===== src/rtl/hwb_pkg.sv =====
package hwb_pkg;

    typedef enum logic [1:0] {
        K_LOW  = 2'd0,
        K_HIGH = 2'd1,
        K_BYTE = 2'd2,
        K_READ = 2'd3
    } kind_e;

    typedef enum logic [2:0] {
        S_IDLE  = 3'd0,
        S_RD    = 3'd1,
        S_WAIT  = 3'd2,
        S_MERGE = 3'd3,
        S_WRITE = 3'd4,
        S_DONE  = 3'd5
    } state_e;

endpackage


===== src/rtl/hwb_decode.sv =====
module hwb_decode
    import hwb_pkg::*;
#(
    parameter int LANES = 4
) (
    input  logic             we,
    input  logic [LANES-1:0] be,
    output kind_e            kind
);
    localparam int HALF_L = LANES / 2;
    localparam logic [LANES-1:0] LOW_PAT = {{(LANES-HALF_L){1'b0}}, {HALF_L{1'b1}}};

    always_comb begin
        if (!we)
            kind = K_READ;
        else if (be == LOW_PAT)
            kind = K_LOW;
        else if ($onehot(be))
            kind = K_BYTE;
        else
            kind = K_HIGH;
    end
endmodule


===== src/rtl/hwb_lowbuf.sv =====
module hwb_lowbuf #(
    parameter int HALF_W = 16
) (
    input  logic              clk,
    input  logic              rst_n,
    input  logic              load,
    input  logic [HALF_W-1:0] din,
    output logic [HALF_W-1:0] dout
);
    always_ff @(posedge clk or negedge rst_n) begin
        if (!rst_n)
            dout <= '0;
        else if (load)
            dout <= din;
    end
endmodule


===== src/rtl/hwb_merge.sv =====
module hwb_merge #(
    parameter int LANES = 4
) (
    input  logic [LANES*8-1:0] old_word,
    input  logic [LANES*8-1:0] new_word,
    input  logic [LANES-1:0]   lane_sel,
    output logic [LANES*8-1:0] merged
);
    for (genvar i = 0; i < LANES; i++) begin : g_lane
        assign merged[i*8 +: 8] = lane_sel[i] ? new_word[i*8 +: 8] : old_word[i*8 +: 8];
    end
endmodule


===== src/rtl/hwb_ctrl.sv =====
module hwb_ctrl
    import hwb_pkg::*;
(
    input  logic   clk,
    input  logic   rst_n,
    input  logic   req,
    input  logic   busy,
    input  kind_e  kind_in,
    input  kind_e  kind_q,
    output state_e state,
    output logic   accept,
    output logic   rd_en,
    output logic   wr_en,
    output logic   done
);
    state_e nxt;

    always_ff @(posedge clk or negedge rst_n) begin
        if (!rst_n)
            state <= S_IDLE;
        else
            state <= nxt;
    end

    always_comb begin
        nxt = state;
        unique case (state)
            S_IDLE: begin
                if (req) begin
                    if (busy)
                        nxt = S_DONE;
                    else begin
                        unique case (kind_in)
                            K_LOW:  nxt = S_DONE;
                            K_HIGH: nxt = S_WRITE;
                            K_BYTE: nxt = S_RD;
                            K_READ: nxt = S_RD;
                        endcase
                    end
                end
            end
            S_RD:    nxt = S_WAIT;
            S_WAIT:  nxt = (kind_q == K_READ) ? S_DONE : S_MERGE;
            S_MERGE: nxt = S_WRITE;
            S_WRITE: nxt = S_DONE;
            S_DONE:  nxt = S_IDLE;
            default: nxt = S_IDLE;
        endcase
    end

    always_comb begin
        accept = (state == S_IDLE) && req;
        rd_en  = (state == S_RD);
        wr_en  = (state == S_WRITE);
        done   = (state == S_DONE);
    end
endmodule


===== src/rtl/hwbuf_ram_bridge.sv =====
module hwbuf_ram_bridge
    import hwb_pkg::*;
#(
    parameter int WORD_AW = 9,
    parameter int DATA_W  = 32
) (
    input  logic                      clk,
    input  logic                      rst_n,
    input  logic                      bus_req,
    input  logic                      bus_we,
    input  logic [WORD_AW+1:0]        bus_addr,
    input  logic [DATA_W/8-1:0]       bus_be,
    input  logic [DATA_W-1:0]         bus_wdata,
    output logic [DATA_W-1:0]         bus_rdata,
    output logic                      bus_done,
    input  logic                      engine_busy,
    output logic [WORD_AW-1:0]        ram_addr,
    output logic                      ram_re,
    input  logic [DATA_W-1:0]         ram_rdata,
    output logic                      ram_we,
    output logic [DATA_W-1:0]         ram_wdata
);
    localparam int LANES  = DATA_W / 8;
    localparam int HALF_W = DATA_W / 2;

    kind_e               kind_in;
    kind_e               kind_q;
    state_e              state;
    logic                accept;
    logic                rd_en;
    logic                wr_en;
    logic                done;
    logic [HALF_W-1:0]   buf_q;
    logic [WORD_AW-1:0]  addr_q;
    logic [LANES-1:0]    be_q;
    logic [DATA_W-1:0]   wdata_q;
    logic [DATA_W-1:0]   word_q;
    logic [DATA_W-1:0]   rd_q;
    logic [DATA_W-1:0]   merged;
    logic                buf_load;

    hwb_decode #(.LANES(LANES)) u_dec (
        .we   (bus_we),
        .be   (bus_be),
        .kind (kind_in)
    );

    hwb_ctrl u_ctrl (
        .clk     (clk),
        .rst_n   (rst_n),
        .req     (bus_req),
        .busy    (engine_busy),
        .kind_in (kind_in),
        .kind_q  (kind_q),
        .state   (state),
        .accept  (accept),
        .rd_en   (rd_en),
        .wr_en   (wr_en),
        .done    (done)
    );

    assign buf_load = accept && !engine_busy && (kind_in == K_LOW);

    hwb_lowbuf #(.HALF_W(HALF_W)) u_buf (
        .clk   (clk),
        .rst_n (rst_n),
        .load  (buf_load),
        .din   (bus_wdata[HALF_W-1:0]),
        .dout  (buf_q)
    );

    hwb_merge #(.LANES(LANES)) u_merge (
        .old_word (word_q),
        .new_word (wdata_q),
        .lane_sel (be_q),
        .merged   (merged)
    );

    always_ff @(posedge clk or negedge rst_n) begin
        if (!rst_n) begin
            kind_q  <= K_READ;
            addr_q  <= '0;
            be_q    <= '0;
            wdata_q <= '0;
            word_q  <= '0;
            rd_q    <= '0;
        end else begin
            if (accept) begin
                kind_q  <= kind_in;
                addr_q  <= bus_addr[WORD_AW+1:2];
                be_q    <= bus_be;
                wdata_q <= bus_wdata;
                rd_q    <= '0;
            end
            if (state == S_WAIT) begin
                if (kind_q == K_READ)
                    rd_q <= ram_rdata;
                else
                    word_q <= ram_rdata;
            end
            if (state == S_MERGE)
                word_q <= merged;
        end
    end

    always_comb begin
        ram_addr  = addr_q;
        ram_re    = rd_en;
        ram_we    = wr_en;
        ram_wdata = (kind_q == K_HIGH) ? {wdata_q[DATA_W-1:HALF_W], buf_q} : word_q;
        bus_done  = done;
        bus_rdata = done ? rd_q : '0;
    end
endmodule


===== config.mk =====
export PLATFORM = sky130hd
export DESIGN_NAME = hwbuf_ram_bridge
export DESIGN_NICKNAME = d
export VERILOG_FILES = /design/src/rtl/hwb_pkg.sv /design/src/rtl/hwb_decode.sv /design/src/rtl/hwb_lowbuf.sv /design/src/rtl/hwb_merge.sv /design/src/rtl/hwb_ctrl.sv /design/src/rtl/hwbuf_ram_bridge.sv
export SDC_FILE = /design/constraint.sdc
export NUM_CORES = 1
export LEC_CHECK = 0
export ABC_AREA = 0
export ABC_CLOCK_PERIOD_IN_PS = 1900
export BUFFER_PORTS_ARGS = -buffer_cell sky130_fd_sc_hd__buf_2
export CAP_MARGIN = 15
export CORE_UTILIZATION = 49
export CTS_BUF_LIST = sky130_fd_sc_hd__clkbuf_4
export CTS_CLUSTER_SIZE = 12
export DETAILED_ROUTE_END_ITERATION = 8
export MAX_ROUTING_LAYER = met4
export PLACE_DENSITY = 0.87
export SLEW_MARGIN = 20
export SYNTH_ARGS = -nofsm -noshare
export SYNTH_HDL_FRONTEND = slang
export SYNTH_SLANG_ARGS = --single-unit

===== constraint.sdc =====
create_clock -name clk -period 1.9 [get_ports clk]
set_input_delay 0 -clock clk [delete_from_list [all_inputs] [get_ports clk]]
set_output_delay 0 -clock clk [all_outputs]
set_load 0.1 [all_outputs]

; ---- Word-level counts from Yosys, hierarchy flattened
; Cells that the tools add are included.
; W data, S select, Z words.
[classes]
n_mux = 20
n_addsub = 3
eq_ne = 18
reduce_logical = 12
[op_table]
columns = op, n
row1 = $mux W32, 8
row2 = $mux W8, 4
row3 = $pmux W3 S5, 1
row4 = $reduce_and A3 Y1, 4
row5 = $ne A2 B2 Y1 const B, 5
row6 = $mux W3, 3
row7 = $pmux W3 S3, 1
row8 = $eq A2 B2 Y1 const B, 3
row9 = $eq A3 B1 Y1 const B, 2
row10 = $eq A3 B2 Y1 const B, 2
row11 = $eq A3 B3 Y1 const B, 2
row12 = $mux W2, 3
row13 = $add A1 B1 Y2, 2
row14 = $eq A2 B1 Y1 const B, 2
row15 = $eq A4 B2 Y1 const B, 1
row16 = $add A3 B3 Y3, 1
row17 = $logic_and A1 B1 Y1, 3
row18 = $logic_not A3 Y1, 1
row19 = $logic_not A2 Y1, 1
row20 = $ne A2 B1 Y1 const B, 1
row21 = $reduce_bool A2 Y1, 1
row22 = $reduce_or A2 Y1, 1
row23 = $logic_not A1 Y1, 1
[word_totals]
in_bits = 84
out_inout_bits = 76
reg_bits = 130
word_cells = 64

; ---- Logic depth before layout (Yosys ltp)
; Gate-level depths: netlist of run 1.
[depth]
word_depth = 12
ltp_mapped = 8
ltp_nobuf = 8

; ---- Hierarchy
; A second synthesis of run 1 with hierarchy kept.
[hier_totals]
cells_unflattened = 485
hier_area_um2 = 6835.3
[by_module_without_submodules]
columns = module, cells_each, instances, area_each_um2, seq_area_each_um2
row1 = hwbuf_ram_bridge, 381, 1, 5345.1, 2780.2
row2 = hwb_lowbuf, 34, 1, 649.4, 400.4
row3 = hwb_merge, 36, 1, 525.5, 0.0
row4 = hwb_ctrl, 20, 1, 193.9, 75.1
row5 = hwb_decode, 14, 1, 121.4, 0.0

; ---- Worst setup path after synthesis of run 1
; OpenSTA, ideal clock, no wires.
[synth_timing]
path_type = register -> output
start = register u_ctrl.state[1]
end = output bus_rdata[22]
n_path_buf = 1
path_slack_ns = -0.719
stages_incl_launch_ff = 5
required_time_ns = 1.900
arrival_time_ns = 2.619
cell_sequence = dfrtp_1 -> nand2b_1 -> nor2_1 -> clkbuf_1 -> and2_1
[synth_between]
elab_chain_cells = 2
[synth_rtl]
columns = element, line
row1 = start: declaration, hwb_ctrl.sv:10  ; output state_e state,
row2 = start signal: assignment, hwb_ctrl.sv:22  ; state <= nxt;
row3 = $eq A3 B3 Y1, hwb_ctrl.sv:55  ; done = (state == S_DONE);
row4 = named net bus_done, hwbuf_ram_bridge.sv:15  ; output logic bus_done,
row5 = $mux W32, hwbuf_ram_bridge.sv:112  ; bus_rdata = done ? rd_q : '0;
row6 = end: declaration, hwbuf_ram_bridge.sv:14  ; output logic [DATA_W-1:0] bus_rdata,
; The timed path passes the listed nets, and every way through them passes these cells.

; ---- Final worst setup path of run 1
[layout_timing]
start = register u_ctrl.state[1]
end = register u_buf.dout[6]
[layout_between]
elab_chain_cells = 4
[layout_rtl]
columns = element, line
row1 = $logic_not A3 Y1, hwb_ctrl.sv:52  ; accept = (state == S_IDLE) && req;
row2 = $logic_and A1 B1 Y1, hwb_ctrl.sv:52
row3 = $logic_and A1 B1 Y1 (2 in a row), hwbuf_ram_bridge.sv:62  ; assign buf_load = accept && !engine_busy && (kind_in == K_LOW);
row4 = end signal: assignment, hwb_lowbuf.sv:14  ; dout <= din;
row5 = end: declaration, hwb_lowbuf.sv:8  ; output logic [HALF_W-1:0] dout
; No other way between the ends.
; A chain may end at the register's enable or synchronous reset.

==> summary.md, run 1 <==
| Metric | Value |
|---|---|
| Initial Utilization | `50.24%` |
| RR Endpoint | `u_buf.dout[6]$_DFFE_PN0P_` |
| Synth Register Bits | `130` |
| Final setup violation count | `81` |
| Core ar. | `12,010 um^2` |
| R2r setup slk | `-0.23 ns` |
| R2R depth | `6` |
| Slew Limit Fails | `0` |
| Cell family with most CP delay | `simple AND/OR/NAND/NOR gates` |
| Syn Inst Count | `599` |
| Drt pass-1 iters | `9` |
| Antenna Violating Nets Remaining | `0` |
| Mapped Nets | `688` |
| Final Critical Period | `2.135 ns` |
| Async set-reset flop share out of synthesis | `100.0%` |
| Row count | `40` |
| RSZ-0062 raised after global routing | `true` |
| Max-cap violation count | `0` |
| Rel. slew slack | `61.58%` |
| Worst R2R Start | `u_ctrl.state[1]$_DFFE_PN0P_` |
| Clk sinks | `130` |
| Root Buffer Master | `clkbuf_4` |
| Count of different cell masters after synthesis | `32` |
| Critical-path cell list | `buf_6, or4b_4, nor4_4, buf_4, clkbuf_16, mux2_4` |
| Worst Setup Start Kind | `register` |
| Final Cycle Share | `112.3%` |
| First-pass GRT wire length | `34,200 um` |
| Die area | `12,760 um^2` |
| Syn-to-layout area delta | `64.21%` |
| Hold path start | `bus_wdata[23]` |
| Overall routing resource usage | `36.87%` |
| Setup WS post-layout | `-0.2346 ns` |
| Worst path max stage delay | `0.55 ns` |
| TritonCTS Buffers | `17` |
| Clock slew at reported path FFs | `0.12 ns` |
| Most used flip-flop cell after synthesis | `dfrtp_1` |
| I/O Pins | `160` |
| Setup Slack @ Placement | `-0.1381 ns` |
| Hold Path Depth | `4` |
| Peak supply drop | `1.407 mV` |
| Post-synth top area share | `53.08%` |
| Worst clock skew | `0.01514 ns` |
| Number of synthesized flops with an enable pin | `0` |
| Worst Max-Slew Pin Slew | `0.5731 ns` |
| Hold EP | `wdata_q[23]$_DFFE_PN0P_` |
| Synth area leaders | `dfrtp_1 (53%), nand2_1 (10%), mux2_2 (9.0%)` |
| Post-Syn Area | `6035 um^2` |
| Crit path DAT | `2.58 ns` |
| Hold WC Path Type | `in -> reg` |
| Crit path depth | `6` |
| WL/cell | `22.53 um` |
| IO buf count | `157` |
| Status | `finished, violations left` |
| Max clock buf depth | `2` |
| Vias per Instance | `6.038` |
| Vias | `6,177` |
| Initial DRC Count | `651` |
| Post-synthesis sequential area ratio | `53.95%` |
| Fin. Hold Viols | `0` |
| Failing checks | `negative setup slack` |
| Worst path slowest cell | `or4b_4` |
| CP Max Fanout | `8` |
| Die X | `113.0 um` |
| Fmax | `0.4685 GHz` |
| CTS tree | `yes` |
| H-Tree Depth | `4` |
| Critical path capture point type | `register` |
| Die Ht | `113.0 um` |
| Yosys top cell by area | `dfrtp_1` |
| Pwr dens | `2070 nW/um^2` |
| Final WL | `23,050 um` |
| Share of layout cells above drive strength 1 | `44.46%` |
| Worst Path Buf+Inv | `3` |
| Non-filler cells, final | `1,023` |
| Clk_lat worst skew | `0.55 ns` |
| Initial antenna violation count | `0` |
| Yosys warning total | `0` |
| RePlAce Congestion | `0.8412` |
| DR DRC count | `0` |
| P_leak | `4.653 nW` |
| Most frequent cell after synthesis | `nand2_1` |
| Commonest cells in the netlist | `nand2_1 (168), dfrtp_1 (128), mux2_2 (48), o21ai_0 (34)` |
| Critical path class | `reg -> reg` |
| Avg Inst Size Synth | `10.07 um^2` |
| Largest net degree at the start of global routing | `80` |
| HPWL after detailed placement | `11,480 um` |
| NumNets Final | `951` |
| Grt ovf | `0` |
| Vias in the first global route | `6,526` |
| Dpl cells | `888` |
| Required @ worst endpoint | `2.35 ns` |
[worst min-delay path: cells and delay by family]
| family | cells | cell delay, ns |
|---|---|---|
| buffers and inverters | 2 | 0.63 |
| and+or+nand+nor | 2 | 0.08 |
[stage by stage]
| step | TNS [ns] | util (%) | hold WS [ns] | instance area (um^2) | total power, mW |
|---|---|---|---|---|---|
| 2_1_floorplan | -2.302 | - | -0.2956 | 6047 | 12.42 |
| 3_3_place_gp | -0.1406 | 67.60 | -0.001036 | 8120 | 16.16 |
| 3_5_place_dp | -0.9418 | 67.60 | 0.004140 | 8120 | 16.45 |
| 4_1_cts | -8.539 | 80.48 | 0.1718 | 9667 | 19.47 |
| 5_1_grt | -18.17 | 82.48 | 0.1796 | 9907 | 21.10 |
| 6_report | -13.69 | 82.50 | 0.1751 | 9910 | 20.52 |
[routing by layer]
| layer | wire length, um | track usage (%) | vias to the layer above |
|---|---|---|---|
| met5 | 0 | - | - |
| met3 | 1804 | 7.606 | 148 |
| met4 | 1470 | 22.54 | 0 |
| met2 | 11620 | 61.81 | 466 |
| met1 | 8155 | 40.57 | 2993 |
| li1 | - | - | 2570 |
[worst max path at each step]
stage,from,end,slack [ns]
2_1_floorplan,u_ctrl.state[0]$_DFFE_PN0P_,u_buf.dout[10]$_DFFE_PN0P_,-0.20
3_3_place_gp,u_ctrl.state[0]$_DFFE_PN0P_,word_q[3]$_DFFE_PN0P_,-0.02
3_5_place_dp,u_ctrl.state[0]$_DFFE_PN0P_,word_q[0]$_DFFE_PN0P_,-0.14
4_1_cts,kind_q[0]$_DFFE_PN1P_,ram_wdata[3],-0.18
5_1_grt,u_ctrl.state[1]$_DFFE_PN0P_,u_buf.dout[6]$_DFFE_PN0P_,-0.26
6_report,u_ctrl.state[1]$_DFFE_PN0P_,u_buf.dout[6]$_DFFE_PN0P_,-0.23
[logic make-up (layout without fill, tap and decap cells)]
logic type               after synthesis  after routing  synth area share, %
buffers and inverters                 47            323                3.069
AO/OA/AOI/OAI                         75             75                9.745
other                                  0              1                    0
adder cells (fa/ha/maj)                5              5                1.161
multiplexers                          48             48                8.957
flip-flops                           130            130                53.95
AND/OR/NAND/NOR                      294            294                23.12
[sequential cells by signal (all words and copies together) (netlist names)]
name and count:
kind_q 2, be_q 4, u_ctrl.state 3, ram_addr 9, u_buf.dout 16, wdata_q 32
rd_q 32, word_q 32
[cell usage in the layout, fill, tap and decap left out, types with 2 or more instances in the layout]
cell / netlist / routed
a21oi_1: 3 / 3
a31oi_1: 3 / 3
and2_4: 0 / 32
buf_12: 0 / 73
buf_16: 0 / 5
buf_2: 1 / 89
buf_4: 0 / 18
buf_6: 1 / 9
buf_8: 0 / 3
bufinv_16: 0 / 4
clkbuf_16: 0 / 3
clkbuf_4: 0 / 18
clkinv_2: 0 / 4
clkinv_4: 0 / 3
dfrtp_1: 128 / 128
dfstp_2: 2 / 2
dlygate4sd3_1: 0 / 83
ha_1: 4 / 4
inv_1: 8 / 7
mux2_2: 48 / 8
mux2_4: 0 / 40
nand2_1: 168 / 168
nand2b_1: 3 / 2
nand3_1: 33 / 33
nand4b_1: 4 / 4
nor2_1: 5 / 3
nor2b_1: 6 / 4
nor2b_4: 0 / 2
nor3_1: 4 / 2
o21ai_0: 34 / 34
o221a_2: 32 / 32
or2_2: 32 / 32
[where the power goes]
part	switching [mW]	internal (mW)	leakage [nW]
sequential	0.874	3.95	1.62
combinational	8.43	5.08	2.86
clock	1.13	1.05	0.174
total	10.4	10.1	4.65
[cell type report]
class | instances | area, um^2
Sequential cell | 130 | 3256
Timing Repair Buffer | 283 | 3232
Multi-Input combinational cell | 422 | 2884
Fill cell | 553 | 2102
Clock inverter | 14 | 186.4
Tap cell | 147 | 183.9
Clock buffer | 18 | 135.1
Inverter | 8 | 30.03
Antenna cell | 1 | 2.502
[timing repair]
item	CTS	global route
hold endpoints to repair	259	0
cloned	5	3
endpoints found under the setup margin	87	174
hold buffers	83	0
buffers inserted	10	1
pin swaps	29	1
gates resized for setup	62	45
Note: power is estimated with default switching activity, not from simulation.
==> run 2, diff against run 1 <==
--- a/config.mk
+++ b/config.mk
@@ -10,7 +10,7 @@
 export BUFFER_PORTS_ARGS = -buffer_cell sky130_fd_sc_hd__buf_2
 export CAP_MARGIN = 15
 export CORE_UTILIZATION = 49
-export CTS_BUF_LIST = sky130_fd_sc_hd__clkbuf_4
+export CTS_BUF_LIST = sky130_fd_sc_hd__clkbuf_8
 export CTS_CLUSTER_SIZE = 12
 export DETAILED_ROUTE_END_ITERATION = 8
 export MAX_ROUTING_LAYER = met4
==> run 2 against run 1 <==
Compared with the run above:
- the run still ends with negative setup slack left
- clock power increased by 21%
- sequential share of layout area about the same
- die area unchanged
- maximum frequency increased by 5.7%
- via count increased by 0.23%
- core utilization about the same
- combinational power about the same
- count of clock-buffer cells in the layout unchanged
- final cell count decreased by 0.29%
- register-to-register slack improved by 0.12 ns
- global-route usage decreased by 0.088 points
- flip-flop and latch count unchanged
- critical endpoint is now ram_wdata[10]
- largest power group unchanged
- highest routed layer unchanged
==> summary.md, run 2 (synthesized netlist as in run 1, its figures left out) <==
| Metric | Value |
|---|---|
| Final Critical Period | `2.020 ns` |
| Fmax | `0.4951 GHz` |
| CP Max Fanout | `6` |
| First-pass GRT wire length | `34,290 um` |
| Vias | `6,191` |
| Vias in the first global route | `6,501` |
| Most common cell after layout, fill and taps aside | `nand2_1` |
| I/O Pins | `160` |
| Max-cap violation count | `0` |
| Status | `finished, violations left` |
| Initial DRC Count | `669` |
| Final setup violation count | `74` |
| Worst Path Buf+Inv | `3` |
| Initial antenna violation count | `0` |
| Final WL | `23,410 um` |
| H-Tree Depth | `4` |
| Syn-to-layout area delta | `64.23%` |
| P_leak | `4.669 nW` |
| Grt ovf | `0` |
| Worst R2R Start | `u_ctrl.state[0]$_DFFE_PN0P_` |
| Max clock buf depth | `2` |
| Worst path slowest cell | `dfstp_2` |
| Worst Max-Slew Pin Slew | `0.6527 ns` |
| Crit path to | `ram_wdata[10]` |
| Crit path DAT | `2.02 ns` |
| Critical-path cell list | `nor2b_4, buf_6, clkbuf_16, mux2_4, buf_12` |
| Worst clock skew | `0.01159 ns` |
| CTS tree | `yes` |
| Setup TNS Final | `-5.600 ns` |
| Worst Setup Start Kind | `register` |
| Worst path max stage delay | `0.56 ns` |
| Clock slew at reported path FFs | `0.08 ns` |
| Die area | `12,760 um^2` |
| Crit path depth | `5` |
| Core ar. | `12,010 um^2` |
| NumNets Final | `949` |
| Critical Path Start | `kind_q[0]$_DFFE_PN1P_` |
| Failing checks | `negative setup slack` |
| Overall routing resource usage | `36.78%` |
| RR Endpoint | `u_buf.dout[13]$_DFFE_PN0P_` |
| IO buf count | `157` |
| Die Ht | `113.0 um` |
| Row count | `40` |
| Antenna Violating Nets Remaining | `0` |
| Share of layout cells above drive strength 1 | `44.56%` |
| Critical path capture point type | `output pin` |
| Fin. Hold Viols | `0` |
| Cell area after layout | `9911 um^2` |
| Die X | `113.0 um` |
| Vias per Instance | `6.070` |
| R2R depth | `4` |
| Initial Utilization | `50.24%` |
| Critical path class | `reg -> out` |
| Diodes inserted | `0` |
| Required @ worst endpoint | `1.90 ns` |
| Slew Limit Fails | `0` |
| RSZ-0062 raised after global routing | `true` |
| RePlAce Congestion | `0.8412` |
| Cell family with most CP delay | `flip-flops` |
| Pwr dens | `2107 nW/um^2` |
| Drt pass-1 iters | `8` |
| TritonCTS Buffers | `17` |
| Peak supply drop | `1.497 mV` |
| Setup WS post-layout | `-0.1197 ns` |
| Overall power | `20.88 mW` |
| R2r setup slk | `-0.11 ns` |
| Root Buffer Master | `clkbuf_8` |
| WL/cell | `22.95 um` |
| Clk sinks | `130` |
| Rel. slew slack | `56.49%` |
| Final Cycle Share | `106.3%` |
| DR DRC count | `0` |
| HPWL after detailed placement | `11,480 um` |
| Largest net degree at the start of global routing | `80` |
| Commonest non-fill, non-tap cells in the layout | `nand2_1 (168), dfrtp_1 (128), buf_2 (90)` |
| Top flop regs | `rd_q (32), wdata_q (32), word_q (32)` |
| Placed cell area | `8120 um^2` |
| Clk_lat worst skew | `0.46 ns` |
| Core Util, Final | `82.51%` |
| Hold WC Path Type | `in -> async` |
## run 2: changes by cell type in the layout (fill, tap and decap cells not counted), moves of 2 or more
cell	before	now
buf_6	9	11
buf_8	3	1
clkbuf_8	0	18
buf_4	18	20
dlygate4sd3_1	83	81
buf_16	5	1
inv_1	7	9
clkbuf_4	18	1
## run 2: how the worst min path moves through the flow
stage | to | start | slack, ns
after floorplan | be_q[0]$_DFFE_PN0P_ | rst_n | -0.30
after global placement | wdata_q[12]$_DFFE_PN0P_ | rst_n | -0.001
after detailed placement | rd_q[12]$_DFF_PN0_ | rst_n | 0.004
after CTS | wdata_q[10]$_DFFE_PN0P_ | rst_n | 0.11
after global routing | wdata_q[13]$_DFFE_PN0P_ | rst_n | 0.11
final | wdata_q[12]$_DFFE_PN0P_ | rst_n | 0.07
## run 2: final cells by class
class,count,area (um^2)
Clock buffer,18,247.7
Tap cell,147,183.9
Sequential cell,130,3256
Multi-Input combinational cell,422,2885
Clock inverter,14,186.4
Fill cell,556,2101
Timing Repair Buffer,281,3122
Inverter,8,30.03
## run 2: timing repair
| item | 4_1_cts | 5_1_grt |
|---|---|---|
| pin swaps | 16 | 5 |
| setup endpoints to repair | 81 | 125 |
| hold buffers | 81 | 0 |
| gates cloned | 2 | 2 |
| setup buffers | 11 | 4 |
| resized for setup | 54 | 45 |
| hold endpoints to repair | 259 | 0 |
## run 2: metrics by stage
step | setup WS [ns] | cells | hold WS [ns]
2_1_floorplan | -0.1993 | 599 | -0.2956
3_3_place_gp | -0.01971 | 888 | -0.001036
3_5_place_dp | -0.1381 | 888 | 0.004140
4_1_cts | -0.07439 | 1014 | 0.1073
5_1_grt | -0.1636 | 1020 | 0.1057
6_report | -0.1197 | 1020 | 0.07204
## run 2: worst reg2reg max path, stage by stage, from the launching register on
cell,delay [ns]
dfrtp_1,0.42
or4b_4,0.59
nor4_4,0.31
buf_12,0.24
mux2_4,0.35
## run 2: routing by layer
| layer | wire (um) | part of all wire (%) | global-route usage (%) |
|---|---|---|---|
| met1 | 8300 | 35 | 40.31 |
| met2 | 11880 | 51 | 63.50 |
| met3 | 1884 | 8.0 | 7.231 |
| met4 | 1340 | 5.7 | 19.56 |
| met5 | 0 | 0 | - |
## run 2: power by group
part / switching [mW] / leakage [nW] / internal, mW
logic: 8.41 / 2.82 / 4.98
clock network: 1.20 / 0.224 / 1.46
registers: 0.882 / 1.62 / 3.96
==> run 3, diff against run 2 <==
--- a/config.mk
+++ b/config.mk
@@ -9,12 +9,12 @@
 export ABC_CLOCK_PERIOD_IN_PS = 1900
 export BUFFER_PORTS_ARGS = -buffer_cell sky130_fd_sc_hd__buf_2
 export CAP_MARGIN = 15
-export CORE_UTILIZATION = 49
+export CORE_UTILIZATION = 28
 export CTS_BUF_LIST = sky130_fd_sc_hd__clkbuf_8
 export CTS_CLUSTER_SIZE = 12
 export DETAILED_ROUTE_END_ITERATION = 8
 export MAX_ROUTING_LAYER = met4
-export PLACE_DENSITY = 0.87
+export PLACE_DENSITY = 0.59
 export SLEW_MARGIN = 20
 export SYNTH_ARGS = -nofsm -noshare
 export SYNTH_HDL_FRONTEND = slang
==> run 3 against run 2 <==
Compared with the run above:
- the run still ends with negative setup slack left
- non-clock buffer count unchanged
- flip-flop and latch count unchanged
- highest routed layer unchanged
- first-iteration DRC count down 52%
==> summary.md, run 3 (synthesized netlist as in run 1, its figures left out) <==
| Metric | Value |
|---|---|
| Overall power | `19.52 mW` |
| Drt pass-1 iters | `4` |
| TritonCTS Buffers | `17` |
| Clk sinks | `130` |
| CTS tree | `yes` |
| Die area | `22,140 um^2` |
| Share of layout cells above drive strength 1 | `43.87%` |
| Slew Limit Fails | `0` |
| Fmax | `0.4931 GHz` |
| Hold WC Path Type | `in -> async` |
| Commonest non-fill, non-tap cells in the layout | `nand2_1 (168), dfrtp_1 (128), buf_2 (90)` |
| Final WL | `19,530 um` |
| Setup TNS Final | `-4.328 ns` |
| RSZ-0062 raised after global routing | `true` |
| Antenna Violating Nets Remaining | `0` |
| HPWL after detailed placement | `11,400 um` |
| Cell area after layout | `9834 um^2` |
| CP Max Fanout | `16` |
| Root Buffer Master | `clkbuf_8` |
| Largest net degree at the start of global routing | `80` |
| Peak supply drop | `1.072 mV` |
| Grt ovf | `0` |
| Clk_lat worst skew | `0.43 ns` |
| Final Critical Period | `2.028 ns` |
| H-Tree Depth | `4` |
| Worst Max-Slew Pin Slew | `0.9413 ns` |
| Row count | `53` |
| Critical path capture point type | `register` |
| Core ar. | `21,090 um^2` |
| First-pass GRT wire length | `30,290 um` |
| Required @ worst endpoint | `2.22 ns` |
| RePlAce Congestion | `0.7935` |
| Failing checks | `negative setup slack` |
| WL/cell | `17.00 um` |
| Sequential power share | `23.8%` |
| Clock slew at reported path FFs | `0.08 ns` |
| Top flop regs | `rd_q (32), wdata_q (32), word_q (32)` |
| Max clock buf depth | `2` |
| Most common cell after layout, fill and taps aside | `nand2_1` |
| Status | `finished, violations left` |
| Final setup violation count | `76` |
| Final Cycle Share | `106.7%` |
| Setup WS post-layout | `-0.1279 ns` |
| Combinational share of power | `64.5%` |
| Placed cell area | `7841 um^2` |
| Pwr dens | `1985 nW/um^2` |
| Worst clock skew | `0.01460 ns` |
| Hold_ws | `0.04394 ns` |
| Psw | `9.913 mW` |
| IO buf count | `157` |
| NumNets Final | `949` |
| Vias in the first global route | `5,484` |
| Switching part of the total | `50.79%` |
| Vias per Instance | `4.626` |
| Syn-to-layout area delta | `62.97%` |
| Die X | `148.8 um` |
| Overall routing resource usage | `18.72%` |
| Worst Setup Start Kind | `register` |
| P_int | `9.603 mW` |
| Clock power share | `11.7%` |
| DR DRC count | `0` |
| Max-cap violation count | `0` |
| Initial antenna violation count | `1` |
| I/O Pins | `160` |
| Initial Utilization | `28.62%` |
| Fin. Hold Viols | `0` |
| Vias | `5,315` |
| P_leak | `4.562 nW` |
| Critical path class | `reg -> reg` |
| Crit path DAT | `2.35 ns` |
| Core Util, Final | `46.64%` |
| Rel. slew slack | `37.24%` |
| Initial DRC Count | `323` |
| Die Ht | `148.8 um` |
[run 3: changes by cell type in the layout (fill, tap and decap cells not counted), sizes merged]
cell and change:
buf +2, bufinv -3, clkbuf -1, clkinv -1
clkinvlp +1, diode +1, inv +2
[run 3: path summary, 6_finish.rpt]
kind	startpoint	end	slack [ns]	cells after the start
max in group asynchronous	rst_n	ram_addr[2]$_DFFE_PN0P_	1.11	3
worst min register to register	wdata_q[9]$_DFFE_PN0P_	wdata_q[9]$_DFFE_PN0P_	0.47	2
worst min-delay path	rst_n	wdata_q[5]$_DFFE_PN0P_	0.04	2
min in group clk	bus_addr[9]	ram_addr[7]$_DFFE_PN0P_	0.29	4
worst max register to register	u_ctrl.state[1]$_DFFE_PN0P_	u_buf.dout[14]$_DFFE_PN0P_	-0.13	5
worst max-delay path	u_ctrl.state[1]$_DFFE_PN0P_	u_buf.dout[14]$_DFFE_PN0P_	-0.13	5
[run 3: final cells by class]
cell class                 count  area [um^2]
antenna                        1        2.502
clock buffer                  19        261.5
clock inverter                13        111.4
fill                        1955        11250
inverter                       8        30.03
multi-input combinational    422         2818
sequential                   130         3256
tap                          275        344.1
timing repair buffer         281         3012
[run 3: timing repair]
item | in CTS | in global routing
pin swaps | 18 | 1
resized for setup | 123 | 56
setup endpoints to repair | 81 | 156
cloned | 4 | 1
setup buffers | 11 | 1
endpoints found under the hold margin | 259 | 0
hold buffers | 81 | 0
[run 3: power groups by stage]
stage / clock network [mW] / registers (mW) / logic (mW)
after floorplan: 0 / 5.10 / 7.33
after global placement: 0 / 4.62 / 9.97
after detailed placement: 0 / 4.62 / 10.0
after CTS: 2.36 / 4.62 / 11.7
after global routing: 2.49 / 4.81 / 13.1
final: 2.28 / 4.65 / 12.6
[run 3: metal layers]
layer  share of wire (%)  wire, um  global-route usage [%]  vias up
met5                   0         0                       -        -
met3                 4.5       870                   3.792       16
li1                    -         -                       -     2559
met4                0.87       170                   3.980        0
met1                  47      9118                   24.25     2597
met2                  48      9373                   30.26      143
[run 3: metrics by stage]
| step | instances | setup WS, ns |
|---|---|---|
| floorplan | 599 | -0.1993 |
| global placement | 1020 | -0.06162 |
| detailed placement | 1020 | -0.1071 |
| CTS | 1147 | -0.1283 |
| global route | 1149 | -0.1902 |
| finish | 1149 | -0.1279 |
[run 3: worst max-delay path: stages, from the launching register on]
cell,delay (ns)
dfrtp_1,0.41
buf_6,0.13
or4b_4,0.53
nor4_4,0.28
buf_12,0.22
mux2_2,0.34
